===== src/rtl/hsr_pkg.sv =====
package hsr_pkg;
  localparam int ADR_INS_CTL = 0;
  localparam int ADR_INS_STS = 1;
  localparam int ADR_INS_IST = 2;
  localparam int ADR_INS_IEN = 3;
  localparam int ADR_INS_OHB = 4;
  localparam int ADR_EXT_CTL = 5;
  localparam int ADR_EXT_STS = 6;
  localparam int ADR_EXT_IST = 7;
  localparam int ADR_EXT_IEN = 8;
  localparam int ADR_EXT_OHB = 9;
  localparam int ADR_HI_MRK  = 10;
  localparam int ADR_LO_MRK  = 11;
  localparam int NUM_SIDES   = 2;
endpackage


===== src/rtl/hsr_handshake.sv =====
module hsr_handshake (
  input  logic clk,
  input  logic rst,
  input  logic sel,
  output logic ack,
  output logic acc
);
  logic ack_q;

  always_ff @(posedge clk) begin
    if (rst) ack_q <= 1'b0;
    else     ack_q <= sel;
  end

  assign ack = ack_q;
  // first cycle of a transfer: the edge ending it raises ack
  assign acc = sel & ~ack_q;
endmodule


===== src/rtl/hsr_intr.sv =====
module hsr_intr #(
  parameter int W = 2
) (
  input  logic         clk,
  input  logic         rst,
  input  logic [W-1:0] evt,
  input  logic         clr,
  input  logic [W-1:0] mask,
  output logic [W-1:0] flags,
  output logic         req
);
  logic [W-1:0] flg_q;

  always_ff @(posedge clk) begin
    if (rst) flg_q <= '0;
    else     flg_q <= (flg_q & ~{W{clr}}) | evt;
  end

  assign flags = flg_q;
  assign req   = |(flg_q & mask);
endmodule


===== src/rtl/hs_reg_slave.sv =====
module hs_reg_slave
  import hsr_pkg::*;
#(
  parameter int DW     = 8,
  parameter int AW     = 4,
  parameter int IRQ_W  = 2,
  parameter int OH_W   = 2,
  parameter int MARK_W = 5
) (
  input  logic              clk,
  input  logic              rst,
  input  logic              sel,
  input  logic              rd_nwr,
  input  logic [AW-1:0]     addr,
  input  logic [DW-1:0]     wdata,
  output logic [DW-1:0]     rdata,
  output logic              ack,
  output logic              irq,
  input  logic              ins_sync,
  input  logic              ext_sync,
  input  logic [IRQ_W-1:0]  ins_evt,
  input  logic [IRQ_W-1:0]  ext_evt,
  input  logic [OH_W-1:0]   ext_oh,
  output logic              ins_en,
  output logic              ext_en,
  output logic [OH_W-1:0]   ins_oh,
  output logic [MARK_W-1:0] hi_mark,
  output logic [MARK_W-1:0] lo_mark
);
  logic acc, wr_stb, rd_stb;
  logic ins_en_q, ext_en_q;
  logic [IRQ_W-1:0]  ins_ie_q, ext_ie_q;
  logic [OH_W-1:0]   ins_oh_q;
  logic [MARK_W-1:0] hi_q, lo_q;
  logic [DW-1:0]     rd_mux, rdata_q;

  logic [IRQ_W-1:0] side_evt [NUM_SIDES];
  logic [IRQ_W-1:0] side_ien [NUM_SIDES];
  logic [IRQ_W-1:0] side_flg [NUM_SIDES];
  logic             side_clr [NUM_SIDES];
  logic [NUM_SIDES-1:0] side_req;
  logic [IRQ_W-1:0] ins_ist, ext_ist;

  hsr_handshake u_hs (.clk(clk), .rst(rst), .sel(sel), .ack(ack), .acc(acc));

  assign wr_stb = acc & ~rd_nwr;
  assign rd_stb = acc & rd_nwr;

  assign side_evt[0] = ins_evt;
  assign side_evt[1] = ext_evt;
  assign side_ien[0] = ins_ie_q;
  assign side_ien[1] = ext_ie_q;
  assign side_clr[0] = rd_stb & (addr == AW'(ADR_INS_IST));
  assign side_clr[1] = rd_stb & (addr == AW'(ADR_EXT_IST));

  for (genvar s = 0; s < NUM_SIDES; s++) begin : g_side
    hsr_intr #(.W(IRQ_W)) u_intr (
      .clk(clk), .rst(rst), .evt(side_evt[s]), .clr(side_clr[s]),
      .mask(side_ien[s]), .flags(side_flg[s]), .req(side_req[s])
    );
  end

  assign ins_ist = side_flg[0];
  assign ext_ist = side_flg[1];

  always_ff @(posedge clk) begin
    if (rst) begin
      ins_en_q <= 1'b0;
      ext_en_q <= 1'b0;
      ins_ie_q <= '0;
      ext_ie_q <= '0;
      ins_oh_q <= '0;
      hi_q     <= '0;
      lo_q     <= '0;
    end else if (wr_stb) begin
      case (addr)
        AW'(ADR_INS_CTL): ins_en_q <= wdata[0];
        AW'(ADR_INS_IEN): ins_ie_q <= wdata[IRQ_W-1:0];
        AW'(ADR_INS_OHB): ins_oh_q <= wdata[OH_W-1:0];
        AW'(ADR_EXT_CTL): ext_en_q <= wdata[0];
        AW'(ADR_EXT_IEN): ext_ie_q <= wdata[IRQ_W-1:0];
        AW'(ADR_HI_MRK):  hi_q     <= wdata[MARK_W-1:0];
        AW'(ADR_LO_MRK):  lo_q     <= wdata[MARK_W-1:0];
        default: ;
      endcase
    end
  end

  always_comb begin
    rd_mux = '0;
    case (addr)
      AW'(ADR_INS_CTL): rd_mux = DW'(ins_en_q);
      AW'(ADR_INS_STS): rd_mux = DW'(ins_sync);
      AW'(ADR_INS_IST): rd_mux = DW'(ins_ist);
      AW'(ADR_INS_IEN): rd_mux = DW'(ins_ie_q);
      AW'(ADR_INS_OHB): rd_mux = DW'(ins_oh_q);
      AW'(ADR_EXT_CTL): rd_mux = DW'(ext_en_q);
      AW'(ADR_EXT_STS): rd_mux = DW'(ext_sync);
      AW'(ADR_EXT_IST): rd_mux = DW'(ext_ist);
      AW'(ADR_EXT_IEN): rd_mux = DW'(ext_ie_q);
      AW'(ADR_EXT_OHB): rd_mux = DW'(ext_oh);
      AW'(ADR_HI_MRK):  rd_mux = DW'(hi_q);
      AW'(ADR_LO_MRK):  rd_mux = DW'(lo_q);
      default:          rd_mux = '0;
    endcase
  end

  // captured once per read; dropped as soon as select goes away
  always_ff @(posedge clk) begin
    if (rst || !sel)  rdata_q <= '0;
    else if (rd_stb)  rdata_q <= rd_mux;
    else if (wr_stb)  rdata_q <= '0;
  end

  assign rdata   = rdata_q;
  assign irq     = |side_req;
  assign ins_en  = ins_en_q;
  assign ext_en  = ext_en_q;
  assign ins_oh  = ins_oh_q;
  assign hi_mark = hi_q;
  assign lo_mark = lo_q;
endmodule


===== config.mk =====
export PLATFORM = sky130hd
export DESIGN_NAME = hs_reg_slave
export DESIGN_NICKNAME = d
export VERILOG_FILES = /design/src/rtl/hsr_pkg.sv /design/src/rtl/hsr_handshake.sv /design/src/rtl/hsr_intr.sv /design/src/rtl/hs_reg_slave.sv
export SDC_FILE = /design/constraint.sdc
export NUM_CORES = 1
export LEC_CHECK = 0
export CORE_MARGIN = 4
export CORE_UTILIZATION = 45
export DETAILED_ROUTE_END_ITERATION = 16
export DONT_BUFFER_PORTS = 1
export GPL_TIMING_DRIVEN = 1
export PLACE_DENSITY = 0.69
export REMOVE_ABC_BUFFERS = 1
export SYNTH_ARGS = -nofsm -noshare
export SYNTH_HDL_FRONTEND = slang
export SYNTH_SLANG_ARGS = --single-unit

===== constraint.sdc =====
create_clock -name clk -period 3.2 [get_ports clk]
set_input_delay 0.64 -clock clk [delete_from_list [all_inputs] [get_ports clk]]
set_output_delay 0.64 -clock clk [all_outputs]
set_load 0.01 [all_outputs]

[Word level (Yosys, flattened, before mapping)]
Cells that the tools add are included.
Word-level totals
  register bits: 31
  input port bits: 24
  output and inout port bits: 24
  logic and storage cells: 52
Cells by class
  equality and inequality tests: 11
  multiplexer cells: 3
  bitwise operators: 15
  reduce and logical (&&, ||, !) cells: 12
Operators by type and width (count)
  case mux 5 bit (12 select lines): 1
  equality test 4 x 3 -> 1 bit, second input constant: 4
  equality test 4 bit, second input constant: 4
  two-way mux 8 bit: 2
  AND reduction 2 bit: 7
  bitwise AND 2 bit: 4
  equality test 4 x 2 -> 1 bit, second input constant: 2
  bitwise AND 1 bit: 5
  equality test 4 x 1 -> 1 bit, second input constant: 1
  zero test 4 bit: 1
  NOT 2 bit: 2
  OR 2 bit: 2
  OR reduction 4 bit: 1
  NOT 1 bit: 2
  nonzero test 2 bit: 1
  zero test 1 bit: 1
  logical OR 1 bit: 1

[Logic depth before layout (Yosys ltp)]
Gate-level depths: netlist (run 1).
  depth after elaboration: 7
  mapped depth: 7
  gate-level depth less buffers: 4

[Cells and area by module]
From an unflattened synthesis (run 1), not the netlist that was laid out.
Unflattened totals
  cells, all modules: 160
  area, all modules: 1452.6 µm²
Modules (own cells, without submodules)
  hs_reg_slave: times used 1, cells each 139, area each 1247.4 µm², sequential area each 460.4 µm²
  hsr_intr: times used 2, cells each 9, area each 78.8 µm², sequential area each 40.0 µm²
  hsr_handshake: times used 1, cells each 3, area each 47.5 µm², sequential area each 20.0 µm²

[Worst setup path before layout (run 1)]
OpenSTA, ideal clock, no wires.
  path kind: input -> register
  start point: in addr[3]
  end point: reg rdata_q[1] (netlist: rdata[1])
  arrival: 1.566 ns
  data required time: 3.083 ns
  slack: 1.517 ns
  stages on the path: 5
  buffers on the path: 1
  path through: buf_6 -> mux4_2 -> nand3b_1 -> o211ai_1 -> a32o_1
Between the ends
  word-level cells in the longest chain between the ends: 3
  elaborated cells on any way between the ends: 14
Ends and longest elaborated chain
  start: declaration: line hs_reg_slave.sv:14  | input logic [AW-1:0] addr,
  equality test 4 bit (tied with other cells): line hs_reg_slave.sv:91  | case (addr)
  case mux 5 bit (12 select lines) *: line hs_reg_slave.sv:91
  two-way mux 8 bit *: line hs_reg_slave.sv:111  | else if (rd_stb) rdata_q <= rd_mux;
  end signal: assignment: line hs_reg_slave.sv:111
  end: declaration: line hs_reg_slave.sv:35  | logic [DW-1:0] rd_mux, rdata_q;
Every way passes the cells marked *; elsewhere a longest branch is shown, timed or not.
A chain may end at the register's enable or synchronous reset.

[Worst setup path in the final report (run 1)]
  start point: reg g_side[1].u_intr.flg_q[1]
  end point: out irq
Between the ends
  word-level cells in the longest chain between the ends: 2
Ends and longest elaborated chain
  start: declaration: line hsr_intr.sv:12  | logic [W-1:0] flg_q;
  start signal: assignment: line hsr_intr.sv:16  | else flg_q <= (flg_q & ~{W{clr}}) | evt;
  bitwise AND 2 bit: line hsr_intr.sv:20  | assign req = |(flg_q & mask);
  OR reduction 4 bit: line hs_reg_slave.sv:116  | assign irq = |side_req;
  end: declaration: line hs_reg_slave.sv:18  | output logic irq,
No other way between the ends.

==> results of run 1 <==
[per-stage QoR]
| step | power [mW] | instance area, µm² | cells | utilization | hold WS, ns |
|---|---|---|---|---|---|
| 2_1_floorplan | 0.398 | 1320 | 137 | - | 0.469 |
| 5_1_grt | 0.654 | 1410 | 172 | 0.494 | 0.328 |
| 3_5_place_dp | 0.405 | 1360 | 168 | 0.475 | 0.509 |
| 4_1_cts | 0.637 | 1410 | 172 | 0.494 | 0.338 |
| 3_3_place_gp | 0.404 | 1360 | 168 | 0.475 | 0.494 |
| 6_report | 0.632 | 1410 | 172 | 0.494 | 0.345 |
[worst max-delay path by stage]
stage / from / to / slack [ns] / cells after the start
after floorplan: addr[3] / lo_mark[0] / 1.54 / 4
after global placement: addr[3] / lo_mark[1] / 1.38 / 4
after detailed placement: addr[3] / lo_mark[2] / 1.36 / 4
after CTS: g_side[1].u_intr.flags[1] / irq / 1.53 / 2
after global routing: g_side[1].u_intr.flags[1] / irq / 1.48 / 2
final: g_side[1].u_intr.flags[1] / irq / 1.55 / 2
[cell usage after synthesis (2+ instances only)]
master / count
dfxtp_1: 28
nor2_1: 27
mux2i_1: 20
nand3_1: 6
a21oi_1: 5
a22oi_1: 5
buf_4: 4
mux2_2: 4
nor2b_1: 4
a32o_1: 3
buf_2: 3
nand2b_1: 3
nand3b_1: 3
a311oi_1: 2
a32oi_1: 2
and2_1: 2
and2b_1: 2
clkbuf_1: 2
nand2_1: 2
nor3_1: 2
nor3b_1: 2
[flip-flops by register name (all words and copies together), names as in the netlist]
| signal | flops |
|---|---|
| hi_mark | 5 |
| lo_mark | 5 |
| rdata | 5 |
| g_side.u_intr.flags | 4 |
| ext_ie_q | 2 |
| ins_ie_q | 2 |
| ins_oh | 2 |
| ext_en | 1 |
| ins_en | 1 |
| u_hs.ack | 1 |
[worst max-delay path, stage by stage (launching register included)]
cell     delay, ns
dfxtp_1       0.36
a22oi_1       0.19
nand2_1       0.13
[where the power goes]
group	internal, mW	switching (mW)	total, mW	leakage (nW)
Combinational	0.0182	0.0187	0.0368	0.336
Sequential	0.355	0.00627	0.361	0.227
Clock	0.127	0.107	0.234	0.0279
Total	0.500	0.132	0.632	0.591
[area by class of cell]
cell class	count	area (µm²)	area share
clock inverters	1	30.0	0.0213
inverters	1	3.75	0.00266
clock buffers	3	22.5	0.0160
well taps	31	38.8	0.0275
multi-input cells	108	753	0.535
flip-flops and latches	28	561	0.398
[kinds of logic (layout without fill, tap and decap cells)]
family,count (synthesis),after routing,share of synthesized area
flops,28,28,0.407
simple gates,59,59,0.230
compound gates,21,21,0.113
mux,25,25,0.194
buf+inv,12,5,0.0526
other cells,1,3,0.00272
[per-layer routing]
layer,GRT usage,share of wire,vias up
met2,0.261,0.48,37
li1,-,-,509
met1,0.202,0.41,485
met5,0,0,-
met4,0.0485,0.013,0
met3,0.0497,0.094,5
==> run summary, run 1 <==
status: finished clean
initial drt markers: 46
mean routed wirelength per cell: 17.8 µm
Worst Path Arrival: 1.01 ns
FF-to-FF Start: u_hs.ack
core area: 2850 µm²
largest net degree at the start of global routing: 24
top cells by area, synth: dfxtp_1, mux2i_1, nor2_1
sequential share of the synthesized area: 0.407
Static Leak: 0.591 nW
setup_tns: 0 ns
Hold-fix buffers, CTS: 0
highest fanout seen on the critical path: 3
Total Routing Usage GR: 0.160
WP data required: 2.56 ns
Worst Skew: 0.00912 ns
RSZ-0062 raised after global routing: false
CTS clk-pin slew, worst paths: 0.16 ns
Worst R2R Setup Slack: 1.64 ns
I/O Pins: 48
cts bufs inserted: 3
Final Wtd Congestion: 0.828
die area: 4010 µm²
DR vias/cell: 6.02
Synth Instances: 146
share of cells above drive strength 1: 0.0780
GRT overflow: 0
Post-synth EDFFs: 0
worst hold endpoint: ins_ie_q[0]
DP Worst Slack: 1.36 ns
Async S/R FF share, synth: 0
drt drc: 0
hold crit path type: in -> reg
Post-CTS Resized: 0
Post-CTS Setup Repair Bufs: 0
final wirelength: 3050 µm
Final Max Tran Viols: 0
Post-DP HPWL: 2400 µm
fill count: 277
max cap viols: 0
die extent in y: 63.4 µm
num rows: 19
Critical Path Sink Type: output port
Skew-Pair Late Insertion Delay: 0.34 ns
buffers added on ports: 0
htree depth: 1
CTS tree: built
VDD IR max: 0.250 mV
crit path time final: 1.65 ns
mapped cell area: 1380 µm²
worst-case reg-to-reg path depth: 4
fmax: 606 MHz
n_diodes: 0
PwrDens: 448 nW/µm²
startpoint types: register
Hold Vio Cnt, Final: 0
Hold Crit Start: rst
area share of the leading cell type in the synthesized netlist: 0.407
CTS Buffer Depth: 2
CP Class: reg -> out
most frequent cells in the layout: dfxtp_1, nor2_1, mux2i_1, nand3_1
hold path cells: 1
Synth Register Bits: 28
drt first pass iters: 4
post-synth top area cell: dfxtp_1
clock root cell: clkbuf_4
remaining antenna violation count: 0
vias in the first global route: 1,024
Area Growth Syn to Fin: 2.18%
Avg Cell Area, Syn: 9.44 µm²
die width: 63.4 µm
synth warn: 0
reg2reg end: lo_mark[4]
NumNets Final: 166
final setup margin: 1.55 ns
Synth Flop Type: dfxtp_1
Synth cell types: 36
commonest non-fill, non-tap cell in the layout: dfxtp_1
Setup Viol. Count Final: 0
Final Cycle Share: 0.516
# clock sinks: 28
Initial Utilization: 0.483
initial antenna violation count: 0
first-pass GRT wire length: 5120 µm
via count: 1,036
Note: power is estimated with default switching activity, not from simulation.
==> run 2: changes to the inputs <==
==> constraint.sdc (replaced) <==
create_clock -name clk -period 1.6 [get_ports clk]
set_input_delay 0.32 -clock clk [delete_from_list [all_inputs] [get_ports clk]]
set_output_delay 0.32 -clock clk [all_outputs]
set_load 0.01 [all_outputs]
==> run summary, run 2 (synthesis gave the netlist of run 1 again) <==
Final Wtd Congestion: 0.835 (+0.83%)
fill count: 271 (-2.2%)
remaining antenna violation count: 0 (unchanged)
Net Sw Frac: 0.212 (+0.00246)
Final Cycle Share: 0.872
htree depth: 1 (unchanged)
Hold Vio Cnt, Final: 0 (unchanged)
first-pass GRT wire length: 5200 µm (+1.6%)
Static Leak: 0.606 nW (+2.5%)
fmax: 717 MHz
crit-path most repeated cell: a311oi_1
I/O Pins: 48 (unchanged)
drt first pass iters: 4 (unchanged)
CP Class: reg -> reg
cts bufs inserted: 3 (unchanged)
CTS clk-pin slew, worst paths: 0.16 ns (about the same)
commonest non-fill, non-tap cell in the layout: dfxtp_1
Largest delay share family, worst path: compound AO/OA/AOI/OAI gates
Initial Utilization: 0.483 (unchanged)
Total Routing Usage GR: 0.164 (+0.00348)
Post-CTS Resized: 0 (unchanged)
PwrDens: 888 nW/µm² (+98%)
max cap viols: 0 (unchanged)
buffers added on ports: 0 (unchanged)
GRT overflow: 0 (unchanged)
WP buf/inv: 0 (unchanged)
WP data required: 1.83 ns (-0.73 ns)
Psw: 0.270 mW (+100%)
initial drt markers: 23 (-50%)
num rows: 19 (unchanged)
mean routed wirelength per cell: 18.4 µm (+3.9%)
Worst Path Arrival: 1.62 ns (+0.61 ns)
crit path time final: 1.39 ns
startpoint types: register
clock power share: 0.369 (about the same)
Worst Skew: 0.0114 ns (+0.00226 ns)
slowest cell on the critical path: dfxtp_1
Post-DP HPWL: 2430 µm (+1.2%)
crit path cell chain: nand2b_1, a32o_1, a311oi_1, a311oi_1
final wirelength: 3230 µm (+5.7%)
largest net degree at the start of global routing: 24 (unchanged)
NumNets Final: 169 (+1.8%)
die extent in y: 63.4 µm (unchanged)
most frequent cells in the layout: dfxtp_1, nor2_1, mux2i_1, nand3_1
Gate power share: 0.064 (+0.006)
Min Hold Slack: 0.0226 ns (-0.322 ns)
die width: 63.4 µm (unchanged)
# clock sinks: 28 (unchanged)
Critical Path Max Stage Delay: 0.41 ns (+0.05 ns)
Final Max Tran Viols: 0 (unchanged)
setup_tns: 0 ns (unchanged)
n_diodes: 0 (unchanged)
vias in the first global route: 1,049 (+2.4%)
status: finished clean
via count: 1,091 (+5.3%)
core area: 2850 µm² (unchanged)
share of cells above drive strength 1: 0.0903 (+0.0123)
drt drc: 0 (unchanged)
Cell Int Power: 1.00 mW (+100%)
Critical Path Sink Type: register
Setup Viol. Count Final: 0 (unchanged)
highest fanout seen on the critical path: 6 (+3)
die area: 4010 µm² (unchanged)
hold crit path type: in -> reg
clock root cell: clkbuf_4
Skew-Pair Late Insertion Delay: 0.34 ns (about the same)
VDD IR max: 0.414 mV (+66%)
initial antenna violation count: 0 (unchanged)
CTS tree: built
RSZ-0062 raised after global routing: false
CTS Buffer Depth: 2 (unchanged)
DR vias/cell: 6.23 (+3.5%)
Area Growth Syn to Fin: 3.99%
Flop pwr share: 0.567 (-0.004)
## run 2: cell types whose count changed in the layout (fill, tap and decap cells not counted), sizes merged
cell / before / now
dlygate4sd3: 0 / 1
buf: 0 / 2
## run 2: worst register-to-register path: stages (launching register included)
cell and delay (ns):
dfxtp_1 0.41, nand2b_1 0.27, a32o_1 0.26, a311oi_1 0.22
a311oi_1 0.12
## run 2: per-layer routing
layer	vias to the layer above	global-route usage	wire length (µm)
li1	515	-	-
met1	527	0.188	1300
met2	42	0.269	1600
met3	7	0.0604	267
met4	0	0.0755	57
met5	-	0	0
## run 2: final timing paths
path / from / to / slack [ns] / cells past startpoint
max: u_hs.ack / rdata[0] / 0.21 / 4
min: rst / ins_oh[0] / 0.02 / 1
max reg2reg: u_hs.ack / rdata[0] / 0.21 / 4
min reg2reg: ins_ie_q[0] / ins_ie_q[0] / 0.55 / 2
## run 2: final cells by class
class / count / area [µm²] / share of cell area
inverter: 1 / 3.75 / 0.00262
clock inverter: 1 / 30.0 / 0.0209
sequential: 28 / 561 / 0.391
clock buffer: 3 / 22.5 / 0.0157
timing repair buffer: 3 / 25.0 / 0.0175
multi-input combinational: 108 / 753 / 0.525
tap: 31 / 38.8 / 0.0271
## run 2: what timing repair did
| item | CTS | global route |
|---|---|---|
| endpoints found under the hold margin | 0 | 5 |
| endpoints found under the setup margin | 0 | 0 |
| hold buffers | 0 | 1 |
| buffers inserted | 0 | 0 |
## run 2: power groups by stage
stage	clock (mW)	combinational, mW	sequential (mW)
2_1_floorplan	0	0.0631	0.733
3_3_place_gp	0	0.0747	0.736
3_5_place_dp	0	0.0770	0.737
4_1_cts	0.484	0.0772	0.722
5_1_grt	0.512	0.0883	0.724
6_report	0.471	0.0812	0.722
## run 2: per-stage QoR
step | utilization | instance area (µm²) | worst slack (ns) | power [mW] | std cells
global placement | 0.481 | 1370 | 0.260 | 0.811 | 170
detailed placement | 0.481 | 1370 | 0.229 | 0.814 | 170
global route | 0.503 | 1430 | 0.0908 | 1.32 | 175
floorplan | - | 1320 | 0.263 | 0.796 | 137
finish | 0.503 | 1430 | 0.205 | 1.27 | 175
CTS | 0.499 | 1420 | 0.193 | 1.28 | 174
==> run 3: changes to the inputs <==
--- a/config.mk
+++ b/config.mk
@@ -6,11 +6,11 @@
 export NUM_CORES = 1
 export LEC_CHECK = 0
 export CORE_MARGIN = 4
-export CORE_UTILIZATION = 45
+export CORE_UTILIZATION = 50
 export DETAILED_ROUTE_END_ITERATION = 16
 export DONT_BUFFER_PORTS = 1
 export GPL_TIMING_DRIVEN = 1
-export PLACE_DENSITY = 0.69
+export PLACE_DENSITY = 0.74
 export REMOVE_ABC_BUFFERS = 1
 export SYNTH_ARGS = -nofsm -noshare
 export SYNTH_HDL_FRONTEND = slang
==> run summary, run 3 (synthesis gave the netlist of run 1 again) <==
RSZ-0062 raised after global routing: false
core area: 2540 µm² (-11%)
slowest cell on the critical path: dfxtp_1
Post-DP HPWL: 2370 µm (-2.6%)
remaining antenna violation count: 0 (unchanged)
mean routed wirelength per cell: 17.4 µm (-5.7%)
buffers added on ports: 0 (unchanged)
Non-Filler Instances: 173 (-1.1%)
Net Sw Frac: 0.203 (-0.00899)
status: finished clean
I/O Pins: 48 (unchanged)
final wirelength: 3010 µm (-6.8%)
total power: 1.26 mW (-1.3%)
CTS Buffer Depth: 2 (unchanged)
vias in the first global route: 1,049 (unchanged)
Critical Path Sink Type: register
dpl cells: 169 (-0.59%)
die area: 3660 µm² (-8.8%)
htree depth: 1 (unchanged)
via count: 1,044 (-4.3%)
initial drt markers: 31 (+35%)
CP Class: reg -> reg
drt first pass iters: 4 (unchanged)
Cell Int Power: 1.00 mW (-0.19%)
startpoint types: register
Hold Vio Cnt, Final: 0 (unchanged)
Post-CTS Setup Repair Bufs: 0 (unchanged)
Total Routing Usage GR: 0.176 (+0.0120)
Setup Viol. Count Final: 0 (unchanged)
Flop pwr share: 0.574 (+0.007)
commonest non-fill, non-tap cell in the layout: dfxtp_1
Initial Utilization: 0.542 (+0.0585)
first-pass GRT wire length: 4900 µm (-5.8%)
n_diodes: 0 (unchanged)
# clock sinks: 28 (unchanged)
DR vias/cell: 6.03 (-3.2%)
Final Cycle Share: 0.863 (-0.00903)
fill count: 227 (-16%)
die width: 60.5 µm (-4.5%)
die extent in y: 60.5 µm (-4.5%)
PwrDens: 883 nW/µm² (-0.54%)
CTS clk-pin slew, worst paths: 0.15 ns (about the same)
share of cells above drive strength 1: 0.0909 (+0.000631)
clock power share: 0.364 (-0.005)
NumNets Final: 168 (-0.59%)
Worst Skew: 0.00573 ns (-0.00565 ns)
Psw: 0.255 mW (-5.5%)
cts bufs inserted: 3 (unchanged)
highest fanout seen on the critical path: 6 (unchanged)
num rows: 18 (-1)
Skew-Pair Late Insertion Delay: 0.33 ns (about the same)
Static Leak: 0.602 nW (-0.69%)
final setup margin: 0.220 ns (+0.0144 ns)
clock root cell: clkbuf_4
largest net degree at the start of global routing: 24 (unchanged)
Area Growth Syn to Fin: 3.18%
fmax: 724 MHz (+1.0%)
crit path time final: 1.38 ns (-0.0144 ns)
Gate power share: 0.062 (-0.002)
VDD IR max: 0.515 mV (+24%)
DP Worst Slack: 0.240 ns (+0.0105 ns)
crit path cell chain: nand2b_1, a32o_1, a311oi_1, a311oi_1
setup_tns: 0 ns (unchanged)
hold crit path type: in -> reg
Worst Path Arrival: 1.60 ns (-0.02 ns)
crit-path most repeated cell: a311oi_1
Final Wtd Congestion: 0.894 (+7.1%)
CTS tree: built
Critical Path Max Stage Delay: 0.40 ns (about the same)
Final Max Tran Viols: 0 (unchanged)
WP data required: 1.82 ns (about the same)
max cap viols: 0 (unchanged)
Hold-fix buffers, CTS: 0 (unchanged)
GRT overflow: 0 (unchanged)
initial antenna violation count: 0 (unchanged)
Post-CTS Resized: 0 (unchanged)
drt drc: 0 (unchanged)
most frequent cells in the layout: dfxtp_1, nor2_1, mux2i_1, nand3_1
[run 3: routing by layer]
layer	vias to the layer above	share of wire	GRT usage
li1	510	-	-
met1	490	0.40	0.220
met2	39	0.49	0.296
met3	5	0.090	0.0468
met4	0	0.011	0.0526
met5	-	0	0
[run 3: worst max-delay path, delay by kind of cell, from the launching register on]
family,cells,cell delay [ns]
and+or+nand+nor,1,0.27
AOI/OAI and AO/OA,3,0.59
DFF,1,0.40
[run 3: area by class of cell]
cell class                      instances  area [µm²]  area share
Clock inverter                          1        30.0      0.0211
Sequential cell                        28         561       0.394
Tap cell                               30        37.5      0.0264
Inverter                                1        3.75     0.00264
Clock buffer                            3        22.5      0.0158
Timing Repair Buffer                    2        15.0      0.0106
Multi-Input combinational cell        108         753       0.529
[run 3: through the flow]
stage               area (µm²)  hold WS [ns]   util
global route              1420        0.0184  0.559
finish                    1420        0.0378  0.559
floorplan                 1320         0.392      -
detailed placement        1370         0.396  0.538
global placement          1370         0.395  0.538
CTS                       1420        0.0297  0.559
[run 3: final timing paths]
path	end	start	slack, ns	depth (start not counted)
min reg2reg	g_side[1].u_intr.flags[0]	g_side[1].u_intr.flags[0]	0.55	2
min	ext_ie_q[1]	rst	0.04	1
max	rdata[0]	u_hs.ack	0.22	4
max reg2reg	rdata[0]	u_hs.ack	0.22	4
[run 3: power by group through the flow]
| stage | logic [mW] | registers [mW] | clock network, mW |
|---|---|---|---|
| floorplan | 0.0631 | 0.733 | 0 |
| global placement | 0.0748 | 0.736 | 0 |
| detailed placement | 0.0766 | 0.737 | 0 |
| CTS | 0.0770 | 0.722 | 0.467 |
| global route | 0.0852 | 0.724 | 0.491 |
| finish | 0.0776 | 0.721 | 0.458 |
